File: src/rtl/sp_pkg.sv
package sp_pkg;
  typedef enum logic [2:0] {
    OP_NONE   = 3'd0,
    OP_PROT   = 3'd1,
    OP_UNPROT = 3'd2,
    OP_ALLP   = 3'd3,
    OP_ALLU   = 3'd4,
    OP_LOCK   = 3'd5
  } op_e;

  localparam logic [2:0] KIND_PROG  = 3'd0;
  localparam logic [2:0] KIND_CHIP  = 3'd4;
endpackage

File: src/rtl/sp_state.sv
module sp_state #(
  parameter int NUM_SECTORS = 64,
  localparam int SEC_W = $clog2(NUM_SECTORS)
) (
  input  logic                   clk,
  input  logic                   rst_n,
  input  logic                   wp_n,
  input  sp_pkg::op_e            op,
  input  logic [SEC_W-1:0]       sec,
  output logic [NUM_SECTORS-1:0] prot_q,
  output logic [NUM_SECTORS-1:0] lock_q,
  output logic [NUM_SECTORS-1:0] eff
);
  import sp_pkg::*;

  assign eff = prot_q | lock_q;

  for (genvar g = 0; g < NUM_SECTORS; g++) begin : g_sec
    logic hit;
    logic clr_ok;
    assign hit    = (sec == SEC_W'(g));
    assign clr_ok = wp_n && !lock_q[g];

    always_ff @(posedge clk or negedge rst_n) begin
      if (!rst_n) begin
        prot_q[g] <= 1'b0;
        lock_q[g] <= 1'b0;
      end else begin
        case (op)
          OP_PROT:   if (hit) prot_q[g] <= 1'b1;
          OP_UNPROT: if (hit && clr_ok) prot_q[g] <= 1'b0;
          OP_ALLP:   prot_q[g] <= 1'b1;
          OP_ALLU:   if (clr_ok) prot_q[g] <= 1'b0;
          OP_LOCK:   if (hit) lock_q[g] <= 1'b1;
          default:   ;
        endcase
      end
    end
  end

  // lockdown bits only ever rise
  p_lock_sticky_r5: assert property (@(posedge clk) disable iff (!rst_n)
    1'b1 |=> ((lock_q & $past(lock_q)) == $past(lock_q)));

  // with the pin low, nothing protected becomes unprotected
  p_wp_freeze_r6: assert property (@(posedge clk) disable iff (!rst_n)
    !wp_n |=> ((eff & $past(eff)) == $past(eff)));
endmodule

File: src/rtl/sp_check.sv
module sp_check #(
  parameter int NUM_SECTORS = 64,
  localparam int SEC_W = $clog2(NUM_SECTORS)
) (
  input  logic                   clk,
  input  logic                   rst_n,
  input  logic [NUM_SECTORS-1:0] eff,
  input  logic                   chk_valid,
  input  logic [2:0]             chk_kind,
  input  logic [SEC_W-1:0]       chk_sec,
  input  logic                   err_rd,
  output logic                   allow_now,
  output logic                   chk_done,
  output logic                   chk_allow,
  output logic                   err_flag
);
  import sp_pkg::*;

  function automatic logic op_allowed(input logic [NUM_SECTORS-1:0] st,
                                      input logic [2:0] kind,
                                      input logic [SEC_W-1:0] s);
    if (kind >= KIND_CHIP) return ~|st;
    return ~st[s];
  endfunction

  logic reject;
  assign allow_now = op_allowed(eff, chk_kind, chk_sec);
  assign reject    = chk_valid && !allow_now;

  always_ff @(posedge clk or negedge rst_n) begin
    if (!rst_n) begin
      chk_done  <= 1'b0;
      chk_allow <= 1'b0;
      err_flag  <= 1'b0;
    end else begin
      chk_done  <= chk_valid;
      chk_allow <= chk_valid && allow_now;
      if (reject)      err_flag <= 1'b1;
      else if (err_rd) err_flag <= 1'b0;
    end
  end

  p_reject_sets_err_r9: assert property (@(posedge clk) disable iff (!rst_n)
    (chk_valid && !allow_now) |=> err_flag);

  p_chip_blocked_r8: assert property (@(posedge clk) disable iff (!rst_n)
    (chk_valid && chk_kind >= KIND_CHIP && (|eff)) |=> (chk_done && !chk_allow));
endmodule

File: src/rtl/sp_guard.sv
module sp_guard #(
  parameter int NUM_SECTORS  = 64,
  parameter int SECTOR_BYTES = 65536,
  localparam int SEC_W    = $clog2(NUM_SECTORS),
  localparam int SECT_LSB = $clog2(SECTOR_BYTES),
  localparam int ADDR_W   = SECT_LSB + SEC_W
) (
  input  logic              clk,
  input  logic              rst_n,
  input  logic              wp_n,
  input  logic              cmd_valid,
  input  logic [2:0]        cmd_op,
  input  logic [ADDR_W-1:0] cmd_addr,
  input  logic              chk_valid,
  input  logic [2:0]        chk_kind,
  input  logic [ADDR_W-1:0] chk_addr,
  input  logic              err_rd,
  input  logic [SEC_W-1:0]  stat_sel,
  output logic              chk_done,
  output logic              chk_allow,
  output logic              err_flag,
  output logic              stat_prot,
  output logic              stat_lock
);
  import sp_pkg::*;

  function automatic logic [SEC_W-1:0] sector_of(input logic [ADDR_W-1:0] a);
    return a[ADDR_W-1:SECT_LSB];
  endfunction

  logic [NUM_SECTORS-1:0] prot_q, lock_q, eff;
  logic                   allow_now;
  op_e                    op_eff;
  logic                   unused_lo;

  assign op_eff    = cmd_valid ? op_e'(cmd_op) : OP_NONE;
  assign unused_lo = ^{cmd_addr[SECT_LSB-1:0], chk_addr[SECT_LSB-1:0], prot_q};

  sp_state #(.NUM_SECTORS(NUM_SECTORS)) u_state (
    .clk(clk), .rst_n(rst_n), .wp_n(wp_n), .op(op_eff),
    .sec(sector_of(cmd_addr)), .prot_q(prot_q), .lock_q(lock_q), .eff(eff)
  );

  sp_check #(.NUM_SECTORS(NUM_SECTORS)) u_check (
    .clk(clk), .rst_n(rst_n), .eff(eff), .chk_valid(chk_valid),
    .chk_kind(chk_kind), .chk_sec(sector_of(chk_addr)), .err_rd(err_rd),
    .allow_now(allow_now), .chk_done(chk_done), .chk_allow(chk_allow),
    .err_flag(err_flag)
  );

  assign stat_prot = eff[stat_sel];
  assign stat_lock = lock_q[stat_sel];

  p_lock_reads_prot_r5: assert property (@(posedge clk) disable iff (!rst_n)
    stat_lock |-> stat_prot);

  // a check result follows every strobe, one cycle later
  p_done_follows_r7: assert property (@(posedge clk) disable iff (!rst_n)
    chk_valid |=> chk_done);

  p_allow_matches_r7: assert property (@(posedge clk) disable iff (!rst_n)
    (chk_valid && allow_now) |=> chk_allow);
endmodule

File: config.mk
export PLATFORM = sky130hd
export DESIGN_NAME = sp_guard
export DESIGN_NICKNAME = d
export VERILOG_FILES = /design/src/rtl/sp_pkg.sv /design/src/rtl/sp_state.sv /design/src/rtl/sp_check.sv /design/src/rtl/sp_guard.sv
export SDC_FILE = /design/constraint.sdc
export NUM_CORES = 1
export LEC_CHECK = 0
export BUFFER_PORTS_ARGS = -buffer_cell sky130_fd_sc_hd__buf_4
export CAP_MARGIN = 10
export CORE_MARGIN = 4
export CORE_UTILIZATION = 55
export DETAILED_ROUTE_END_ITERATION = 7
export GPL_ROUTABILITY_DRIVEN = 0
export PLACE_DENSITY = 0.75
export REMOVE_ABC_BUFFERS = 1
export SLEW_MARGIN = 15
export SYNTH_ARGS = -nofsm -noshare
export SYNTH_HDL_FRONTEND = slang
export SYNTH_SLANG_ARGS = --single-unit
File: constraint.sdc
create_clock -name clk -period 1.75 [get_ports clk]
set_input_delay 0.175 -clock clk [delete_from_list [all_inputs] [get_ports clk]]
set_output_delay 0.175 -clock clk [all_outputs]
set_load 0.05 [all_outputs]
* Word-level counts from Yosys, hierarchy flattened
Cells that the tools add are included.
** Word-level totals
- Word-level logic and storage cells :: 992
- Output and inout bits :: 5
- Input port bits :: 62
- Bits in registers :: 131
** Cells by class
- Bitwise logic cells :: 2
- Multiplexer cells :: 268
- Eq/ne operators :: 260
- Order comparisons :: 3
- Reductions and logical operators :: 328
** Operators with widths (number)
- $ne 2x1->1 const B :: 192
- $pmux 1 s4 :: 64
- $reduce_and 4->1 :: 64
- $mux 1 :: 200
- $eq 6x6->1 const B :: 32
- $logic_and 1x1->1 :: 130
- $reduce_and 2->1 :: 64
- $eq 6x5->1 const B :: 16
- $logic_not 1->1 :: 66
- $or 64x64->64 :: 1
- $reduce_or 64->1 :: 1
- $eq 6x4->1 const B :: 8
- $eq 6x3->1 const B :: 4
- $bmux 1 s6 :: 3
- $lt 6x7->1 const B :: 2
- $eq 6x2->1 const B :: 2
- $eq 3x2->1 const B :: 2
- $eq 3x3->1 const B :: 2
- $eq 6x1->1 const B :: 1
- $logic_not 6->1 :: 1
- $reduce_bool 4->1 :: 1
- $eq 3x1->1 const B :: 1
- $ge 3x3->1 const B :: 1
- $mux 3 :: 1
- other kinds (2) :: 2

* Longest topological paths before layout
Gate-level depths: netlist of run 1.
- Word-level depth :: 8
- Depth in mapped cells :: 8
- Depth with buffers taken out :: 6

* Hierarchy
From an unflattened synthesis of run 1, not the netlist that was laid out.
** Unflattened totals
- Cells, all modules :: 825
- Area, all modules :: 8692.1 um2
** Modules (own cells, without submodules)
- sp_state :: instances 1, seq. area each 3203.1 um2, area an instance 6692.7 um2, cells an instance 634
- sp_guard :: instances 1, seq. area each 0.0 um2, area an instance 1138.6 um2, cells an instance 92
- sp_check :: instances 1, seq. area each 75.1 um2, area an instance 860.8 um2, cells an instance 99

* Worst setup path after synthesis of run 1
OpenSTA, ideal clock, no wires.
- Path type :: in2out
- Start :: in stat_sel[0]
- End :: out stat_lock
- Required time :: 1.575 ns
- Arrival :: 1.953 ns
- Cell stages on the path :: 5
- Path slack :: -0.378 ns
- Buffers on the path :: 2
- Cell sequence :: buf_4 buf_2 mux4_2 mux4_2 mux4_2
** Between the ends
- Cells in the longest elaborated chain, start to end :: 2
** RTL lines
- start, declared :: RTL line sp_guard.sv:18 : input logic [SEC_W-1:0] stat_sel,
- $bmux 1 s6 :: RTL line sp_guard.sv:52 : assign stat_lock = lock_q[stat_sel];
- $mux 1 (implied by the code) :: RTL line sp_guard.sv:52
- end, declared :: RTL line sp_guard.sv:23 : output logic stat_lock
No other way between the ends. The select of a mux whose other input is x is not followed.

* Final worst setup path of run 1
- Start :: reg u_state.lock_q[4]
- End :: out stat_prot
** Between the ends
- Cells in the longest elaborated chain, start to end :: 3
** RTL lines
- start, declared :: RTL line sp_state.sv:11 : output logic [NUM_SECTORS-1:0] lock_q,
- start signal, assigned by index :: RTL line sp_state.sv:27 : lock_q[g] <= 1'b0;
- start signal, assigned by index :: RTL line sp_state.sv:34 : OP_LOCK: if (hit) lock_q[g] <= 1'b1;
- $or 64x64->64 :: RTL line sp_state.sv:16 : assign eff = prot_q | lock_q;
- $bmux 1 s6 :: RTL line sp_guard.sv:51 : assign stat_prot = eff[stat_sel];
- $mux 1 (implied by the code) :: RTL line sp_guard.sv:51
- end, declared :: RTL line sp_guard.sv:22 : output logic stat_prot,
No other way between the ends. The select of a mux whose other input is x is not followed.

==> results of run 1 <==
cell usage after synthesis (all sizes together):
master,number
o21ai,199
o21bai,20
a31oi,1
o311ai,2
a211oi,16
dfrtp,131
nand2b,73
a21oi,17
and2,1
nor2,130
a22o,1
a41o,1
nand4b,1
inv,5
nand3b,1
xnor2,1
nor3b,2
a311oi,1
a21o,46
o41ai,1
mux2,3
nor2b,7
o2111ai,2
xor2,1
mux4,40
or2,5
and3,3
o211ai,3
a211o,1
or4,1
mux2i,4
nand3,8
a2111oi,3
a31o,1
or3,3
nor4,26
nor3,31
nand4,12
nand2,15
clkbuf,43
buf,19
kinds of logic (layout without fill, tap and decap cells):
logic type / Yosys count / count (layout) / share of synthesized area (%)
simple gates: 319 / 319 / 19.84
mux: 47 / 47 / 12.29
buf+inv: 67 / 276 / 3.603
flops: 131 / 131 / 40.87
xor+xnor: 2 / 2 / 0.2184
compound gates: 315 / 315 / 23.18
through the flow:
step	cells	utilization (%)	power [mW]	setup slack, ps
final	1270	76.61	10.27	-1021
after global routing	1270	76.61	10.52	-1033
after CTS	1267	75.01	9.937	-902.9
after detailed placement	1228	69.76	6.208	-608.4
after global placement	1228	69.76	6.065	-563.7
after floorplan	819	-	4.775	-1649
registers in the layout (all words and copies together), names as in the netlist:
signal             flops
u_check.chk_allow      1
u_state.lock_q        64
u_check.err_flag       1
u_check.chk_done       1
u_state.prot_q        64
report_power, final:
group / switching [mW] / internal (mW) / leakage, nW
Clock: 1.48 / 2.25 / 0.286
Sequential: 0.333 / 3.39 / 1.60
Combinational: 1.55 / 1.27 / 3.07
cell type report:
type,instances,area [µm²],share of cell area [%]
Clock buffer,17,425.4,3.939
Clock inverter,14,178.9,1.657
Inverter,5,21.27,0.1970
Multi-Input combinational cell,683,4710,43.61
Sequential cell,131,3281,30.38
Tap cell,180,225.2,2.086
Timing Repair Buffer,240,1958,18.13
layout by cell type (no fill, tap or decap), drive strengths merged, types with 4 or more instances in the layout:
master  synthesis  final
nand2b         73     73
nand3           8      8
buf            19    238
a21o           46     46
nor2b           7      7
nand4          12     12
nor4           26     26
a21oi          17     17
nor2          130    130
inv             5      8
mux4           40     40
o21bai         20     20
mux2i           4      4
dfrtp         131    131
clkbuf         43     17
nor3           31     31
o21ai         199    199
nand2          15     15
a211oi         16     16
or2             5      5
clkinv          0      5
timing repair:
| action | 4_1_cts | 5_1_grt |
|---|---|---|
| endpoints found under the setup margin | 4 | 4 |
| gates resized for setup | 17 | 43 |
| endpoints found under the hold margin | 40 | 0 |
| hold buffers | 2 | 0 |
| buffers inserted | 6 | 3 |
| pin swaps | 4 | 10 |
layer usage:
metal / global-route usage [%] / vias up / wire (µm)
li1: - / 3625 / -
met1: 48.59 / 4222 / 11150
met2: 57.90 / 958 / 14090
met3: 18.39 / 319 / 5684
met4: 24.34 / 0 / 3032
met5: 0 / - / 0
worst min-delay path: cells and delay by family:
family / cells / cell delay [ps]
simple gates: 1 / 90
buf+inv: 1 / 80
compound gates: 1 / 90
path summary, 6_finish.rpt:
path	end	slack [ps]	startpoint	depth (start not counted)
worst max-delay path	stat_prot	-1020	u_state.lock_q[4]$_DFFE_PN0P_	8
worst min-delay path	u_check.err_flag$_DFFE_PN0P_	50	err_rd	3
worst max register to register	u_check.err_flag$_DFFE_PN0P_	-510	u_state.lock_q[63]$_DFFE_PN0P_	8
worst min register to register	u_state.prot_q[39]$_DFFE_PN0P_	510	u_state.prot_q[39]$_DFFE_PN0P_	2
max in group asynchronous	u_state.lock_q[49]$_DFFE_PN0P_	850	rst_n	3
min in group asynchronous	u_state.prot_q[58]$_DFFE_PN0P_	240	rst_n	2
==> impl_metrics.ini, run 1 <==
[status]
status = finished with violations
violations = DRC, setup timing

[layout]
final_area_mm2 = 0.01080
synthToLayoutAreaGrowth_pct = 34.63
drive_above_1_share_pct = 32.84
nFillCells = 874
nNetsFinal = 1140
diodes = 0

[power]
power_leakage_nw = 4.958
powerDensity_mw_per_mm2 = 950.6
ir_drop_mv = 0.7953

[critical_path]
crit_type = reg -> out
crit_slowest_cell = mux4_2
cp.arrival_ps = 2600
cp_common_cell = a211oi_1
crit_fanout = 3
path_buf_inv = 2
start_kind = flop
path_cells = buf_4 > nor2_2 > o21ai_0 > a211oi_1 > a211oi_1 > a21o_1 > mux4_2 > buf_8
endpoint_kind = output pin
cp_data_required_time_ps = 1570
critPathMaxStageDelay_ps = 520
cp_top_family = compound AO/OA/AOI/OAI gates

[synthesis]
synth-seq-cells = 131
yosysSeqAreaShare_pct = 40.87
yosysWarnings = 0
synth_top_area_cell = dfrtp_1
synth_cell_type_count = 48
synth.area.top_cells = dfrtp_1, o21ai_0, mux4_2, nor2_1, nand2b_1
synth_area_mm2 = 0.008021
avgSynthCellArea_um2 = 9.105
synth_top_area_share_pct = 40.87
netlist_instances = 881

[timing]
holdWs_ps = 49.00
fin_skew_ps = 16.22
finalSetupTns_ps = -3010
max_freq_ghz = 0.3609
setup_viol = 4
layout_min_cycle_time_ps = 2771
period_share_pct = 158.3
worst_pin_slew_ps = 831.5
rsz0062_at_grt = true
worst_slack_ps = -1021
slew_viol_final = 0
slew-limit-headroom_pct = 44.36
hold_viol = 0

[drt]
avgViaCountPerCell = 7.184
ant_nets = 0
drc = 17
drt-initial-drc-count = 2288
wl_um = 33960
vias = 9124
drtPass1Iterations = 8
wl_per_cell_um = 26.74

[clocking]
cts_num_sinks = 131
cts_buffers = 17
tritoncts = built
clk_path_buf_depth = 2
h-tree-depth = 4
clk_pin_slew_ps = 60
insertion_delay_ps = 450
cts-root-buf = clkbuf_16

[die]
die_w_um = 128.8
start_util_pct = 56.91
ios = 67
core_mm2 = 0.01410
row_count = 43
die_y_um = 128.8
die-area_mm2 = 0.01658

[global_route]
track_usage_pct = 39.93
antenna_found_initial = 0
grt-ovfl-total = 0
grt_pass1_vias = 8812
grt_max_degree = 65
grt_pass1_wl_um = 49860

[min_path]
hold_class = in -> reg

[place]
place_area_mm2 = 0.009833
place_hpwl_um = 22220
portBuffers = 32

[run]
cap_viol_max_count = 0
No activity file was read; power rests on OpenSTA's default activity.
==> run 2, diff against run 1 <==
- REMOVE_ABC_BUFFERS: 1 -> default
==> impl_metrics.ini, run 2 (synthesized netlist as in run 1, its figures left out) <==
[status]
status = finished with violations
violations = DRC, setup timing

[critical_path]
endpoint_kind = output pin
crit_slowest_cell = mux4_2
crit_type = reg -> out
critPathMaxStageDelay_ps = 500
crit_fanout = 2
cp_top_family = multiplexers
path_buf_inv = 1
cp_data_required_time_ps = 1570
cp_common_cell = mux4_2
cp.arrival_ps = 2490
path_cells = mux4_2 > mux4_2 > mux4_2 > buf_6
start_kind = flop

[drt]
drt-initial-drc-count = 1912
vias = 8841
drtPass1Iterations = 8
wl_um = 31560
drc = 1
ant_nets = 0
wl_per_cell_um = 25.01
avgViaCountPerCell = 7.006

[timing]
rsz0062_at_grt = true
worst_pin_slew_ps = 671.2
layout_min_cycle_time_ps = 2664
fin_skew_ps = 8.987
slew_viol_final = 0
max_freq_ghz = 0.3754
slew-limit-headroom_pct = 55.09
hold_viol = 0
worst_slack_ps = -913.9
setup_viol = 4
period_share_pct = 152.2

[power]
power_leakage_nw = 4.908
total_power_mw = 10.23
powerDensity_mw_per_mm2 = 956.6
ir_drop_mv = 0.7152

[global_route]
grt_pass1_wl_um = 49450
track_usage_pct = 39.09
grt_max_degree = 65
grt_pass1_vias = 8813
antenna_found_initial = 0
grt-ovfl-total = 0

[die]
start_util_pct = 56.91
die_y_um = 128.8
ios = 67
row_count = 43
die_w_um = 128.8
core_mm2 = 0.01410
die-area_mm2 = 0.01658

[layout]
synthToLayoutAreaGrowth_pct = 33.27
layout_common_cells = buf_4, o21ai_0, dfrtp_1
diodes = 0
final_common_cell = buf_4
nFillCells = 894
nNetsFinal = 1131
drive_above_1_share_pct = 32.44
final_util_pct = 75.84
reg_top3 = u_state.lock_q: 64 flops, u_state.prot_q: 64 flops
final_area_mm2 = 0.01069

[clocking]
clk_path_buf_depth = 2
cts_buffers = 17
insertion_delay_ps = 430
h-tree-depth = 4
tritoncts = built
cts_num_sinks = 131
cts-root-buf = clkbuf_16
clk_pin_slew_ps = 60

[run]
cap_viol_max_count = 0

[min_path]
hold_class = in -> reg

[synthesis]
syn-num-nets = 943

[place]
place_ws_ps = -689.1
place_hpwl_um = 21170
portBuffers = 32
place_area_mm2 = 0.009771
==> run 2: report_power, final <==
group / leakage (nW) / switching, mW / internal (mW)
Sequential: 1.60 / 0.333 / 3.39
Combinational: 3.01 / 1.46 / 1.27
Clock: 0.297 / 1.47 / 2.31
Total: 4.91 / 3.26 / 6.97
==> run 2: final cells by class <==
type | count | area [µm²] | area share, %
well taps | 180 | 225.2 | 2.107
repair buffers | 231 | 1881 | 17.59
flip-flops and latches | 131 | 3284 | 30.72
inverters | 5 | 21.27 | 0.1990
clock buffers | 19 | 442.9 | 4.143
multi-input cells | 683 | 4662 | 43.61
clock inverters | 13 | 173.9 | 1.627
==> run 2: through the flow <==
| step | hold WS, ps | TNS (ps) | instances |
|---|---|---|---|
| after floorplan | -120.6 | -642.6 | 881 |
| after CTS | 41.00 | -2312 | 1259 |
| after global placement | 161.1 | -2279 | 1223 |
| after detailed placement | 172.5 | -2429 | 1223 |
| after global routing | 49.48 | -2889 | 1262 |
| final | 47.70 | -2712 | 1262 |
==> run 2: path summary, 6_finish.rpt <==
check	startpoint	end	slack, ps	depth (start not counted)
setup / recovery	u_state.lock_q[21]$_DFFE_PN0P_	stat_lock	-910	4
min in group asynchronous	rst_n	u_state.lock_q[51]$_DFFE_PN0P_	280	2
setup reg to reg	u_state.lock_q[23]$_DFFE_PN0P_	u_check.chk_allow$_DFF_PN0_	-450	8
hold / removal	err_rd	u_check.err_flag$_DFFE_PN0P_	50	3
hold reg to reg	u_state.prot_q[46]$_DFFE_PN0P_	u_state.prot_q[46]$_DFFE_PN0P_	500	2
max in group asynchronous	rst_n	u_state.lock_q[63]$_DFFE_PN0P_	860	3
==> run 2: timing repair <==
item                                   in CTS  in global routing
hold buffers                                2                  0
endpoints found under the hold margin      45                  0
pin swaps                                  22                  6
buffers inserted                            5                  3
setup endpoints to repair                   4                  4
resized for setup                          47                 16
==> run 2: routing by layer <==
metal / vias up / wire length [µm] / global-route usage, %
li1: 3602 / - / -
met1: 4200 / 10920 / 50.45
met2: 825 / 13760 / 57.87
met3: 214 / 4732 / 13.20
met4: 0 / 2149 / 21.99
met5: - / 0 / 0
==> run 2: worst reg2reg max path, delay by kind of cell, from the launching register on <==
family / cells / cell delay, ps
compound gates: 2 / 550
buf+inv: 2 / 230
flops: 1 / 370
mux: 2 / 780
simple gates: 2 / 170
==> run 3, diff against run 2 <==
- BUFFER_PORTS_ARGS: -buffer_cell sky130_fd_sc_hd__buf_4 -> default
- CORE_UTILIZATION: 55 -> 58
- DONT_BUFFER_PORTS: default -> 1
- PLACE_DENSITY: 0.75 -> 0.74
==> impl_metrics.ini, run 3 (synthesized netlist as in run 1, its figures left out) <==
[layout]
drive_above_1_share_pct = 27.94
multi_input_area_mm2 = 0.004617
layout_common_cells = o21ai_0, buf_4, dfrtp_1
diodes = 0
reg_top3 = u_state.lock_q: 64 flops, u_state.prot_q: 64 flops
regArea_mm2 = 0.003278
final_area_mm2 = 0.01019
nNetsFinal = 1087
nFillCells = 861
final_common_cell = o21ai_0
synthToLayoutAreaGrowth_pct = 27.03

[critical_path]
crit_slowest_cell = mux4_2
path_buf_inv = 0
endpoint_kind = output pin
cp_top_family = multiplexers
crit_fanout = 2
crit_type = reg -> out
cp_common_cell = mux4_2
cp.arrival_ps = 2440
path_cells = mux4_2 > mux4_2 > mux4_2
critPathMaxStageDelay_ps = 640
cp_data_required_time_ps = 1570
start_kind = flop

[power]
total_power_mw = 9.509
power.internal_mw = 6.666
p_clk_share_pct = 35.5
power.switching_mw = 2.843
power_leakage_nw = 4.627
p_comb_share_pct = 25.9
ir_drop_mv = 0.7413
powerDensity_mw_per_mm2 = 933.2
share_seq_of_total_power_pct = 38.7
switching_share_pct = 29.90

[place]
portBuffers = 0
place_hpwl_um = 19850
place_area_mm2 = 0.009293

[clocking]
insertion_delay_ps = 430
hold_buffers = 8
clk_pin_slew_ps = 60
h-tree-depth = 4
tritoncts = built
cts_num_sinks = 131
cts-root-buf = clkbuf_16
clk_path_buf_depth = 2
cts_buffers = 17

[timing]
worst_slack_ps = -867.2
slew_viol_final = 0
period_share_pct = 149.6
slew-limit-headroom_pct = 30.37
worst_pin_slew_ps = 1041
layout_min_cycle_time_ps = 2617
hold_viol = 131
setup_viol = 4
max_freq_ghz = 0.3821
rsz0062_at_grt = true
fin_skew_ps = 7.772
holdWs_ps = -557.9

[global_route]
grt_pass1_wl_um = 48850
grt_pass1_vias = 8418
grt-ovfl-total = 0
met2_usage_pct = 58.46
use_met1_pct = 53.00
grt_util_met3_pct = 14.37
grt_busiest_layer = met2
grt_max_degree = 132
track_usage_pct = 40.38
antenna_found_initial = 0

[die]
ios = 67
die_w_um = 125.6
die_y_um = 125.6
core_mm2 = 0.01340
row_count = 42
die-area_mm2 = 0.01578
start_util_pct = 59.86

[drt]
drc = 0
vias = 8660
drtPass1Iterations = 6
ant_nets = 0
wl_per_cell_um = 26.05
drt-initial-drc-count = 2083
avgViaCountPerCell = 7.133
wl_um = 31620

[status]
violations = hold timing, setup timing
status = finished with violations

[min_path]
hold_class = in -> async

[synthesis]
syn-num-nets = 943

[run]
cap_viol_max_count = 0
==> run 3: cell count changes in the layout (fill, tap and decap cells not counted), moves of 5 or more <==
cell,delta
dfrtp_1,+5
buf_4,-41
dfrtp_2,-5
clkbuf_1,+6
dlygate4sd3_1,+5
nor4_2,+7
==> run 3: worst paths after layout <==
| kind | startpoint | endpoint | slack (ps) | cells after the start |
|---|---|---|---|---|
| max in group asynchronous | rst_n | u_state.prot_q[43]$_DFFE_PN0P_ | 2080 | 0 |
| worst min register to register | u_state.prot_q[46]$_DFFE_PN0P_ | u_state.prot_q[46]$_DFFE_PN0P_ | 510 | 2 |
| worst max register to register | u_state.lock_q[44]$_DFFE_PN0P_ | u_check.chk_allow$_DFF_PN0_ | -470 | 7 |
| worst min-delay path | rst_n | u_state.prot_q[52]$_DFFE_PN0P_ | -560 | 0 |
| min in group clk | wp_n | u_state.prot_q[4]$_DFFE_PN0P_ | 0 | 3 |
| worst max-delay path | u_state.lock_q[23]$_DFFE_PN0P_ | stat_lock | -870 | 3 |
==> run 3: per-stage QoR <==
stage	setup slack [ps]	TNS (ps)	hold WS [ps]	std cells	util [%]
final	-867.2	-2565	-557.9	1214	76.04
after floorplan	-340.4	-642.6	-120.6	881	-
after global placement	-491.3	-1749	-117.4	1163	69.35
after global routing	-952.7	-2898	-571.2	1214	76.04
after detailed placement	-508.9	-1654	-117.4	1163	69.35
after CTS	-848.0	-2391	-564.7	1211	75.13
==> run 3: repair_timing <==
item	in CTS	in global routing
endpoints found under the setup margin	4	4
buffers inserted	8	3
pin swaps	13	8
endpoints found under the hold margin	193	131
resized for setup	17	26
==> run 3: final cells by class <==
cell class | count | area share, %
Inverter | 5 | 0.2087
Clock inverter | 5 | 0.4912
Clock buffer | 27 | 4.838
Timing Repair Buffer | 187 | 14.82
Sequential cell | 131 | 32.17
Tap cell | 176 | 2.161
Multi-Input combinational cell | 683 | 45.31
==> run 3: per-layer routing <==
metal	vias to the layer above	part of all wire, %	wire length [µm]
li1	3538	-	-
met1	4072	34	10770
met2	834	42	13280
met3	216	16	5033
met4	0	8.0	2541
met5	-	0	0
==> run 3: power groups by stage <==
stage	clock network [mW]	registers, mW	logic (mW)
floorplan	0	3.68	1.22
global route	3.51	3.71	2.60
finish	3.37	3.68	2.46
CTS	3.35	3.65	2.30
global placement	0	3.67	2.09
detailed placement	0	3.69	2.18
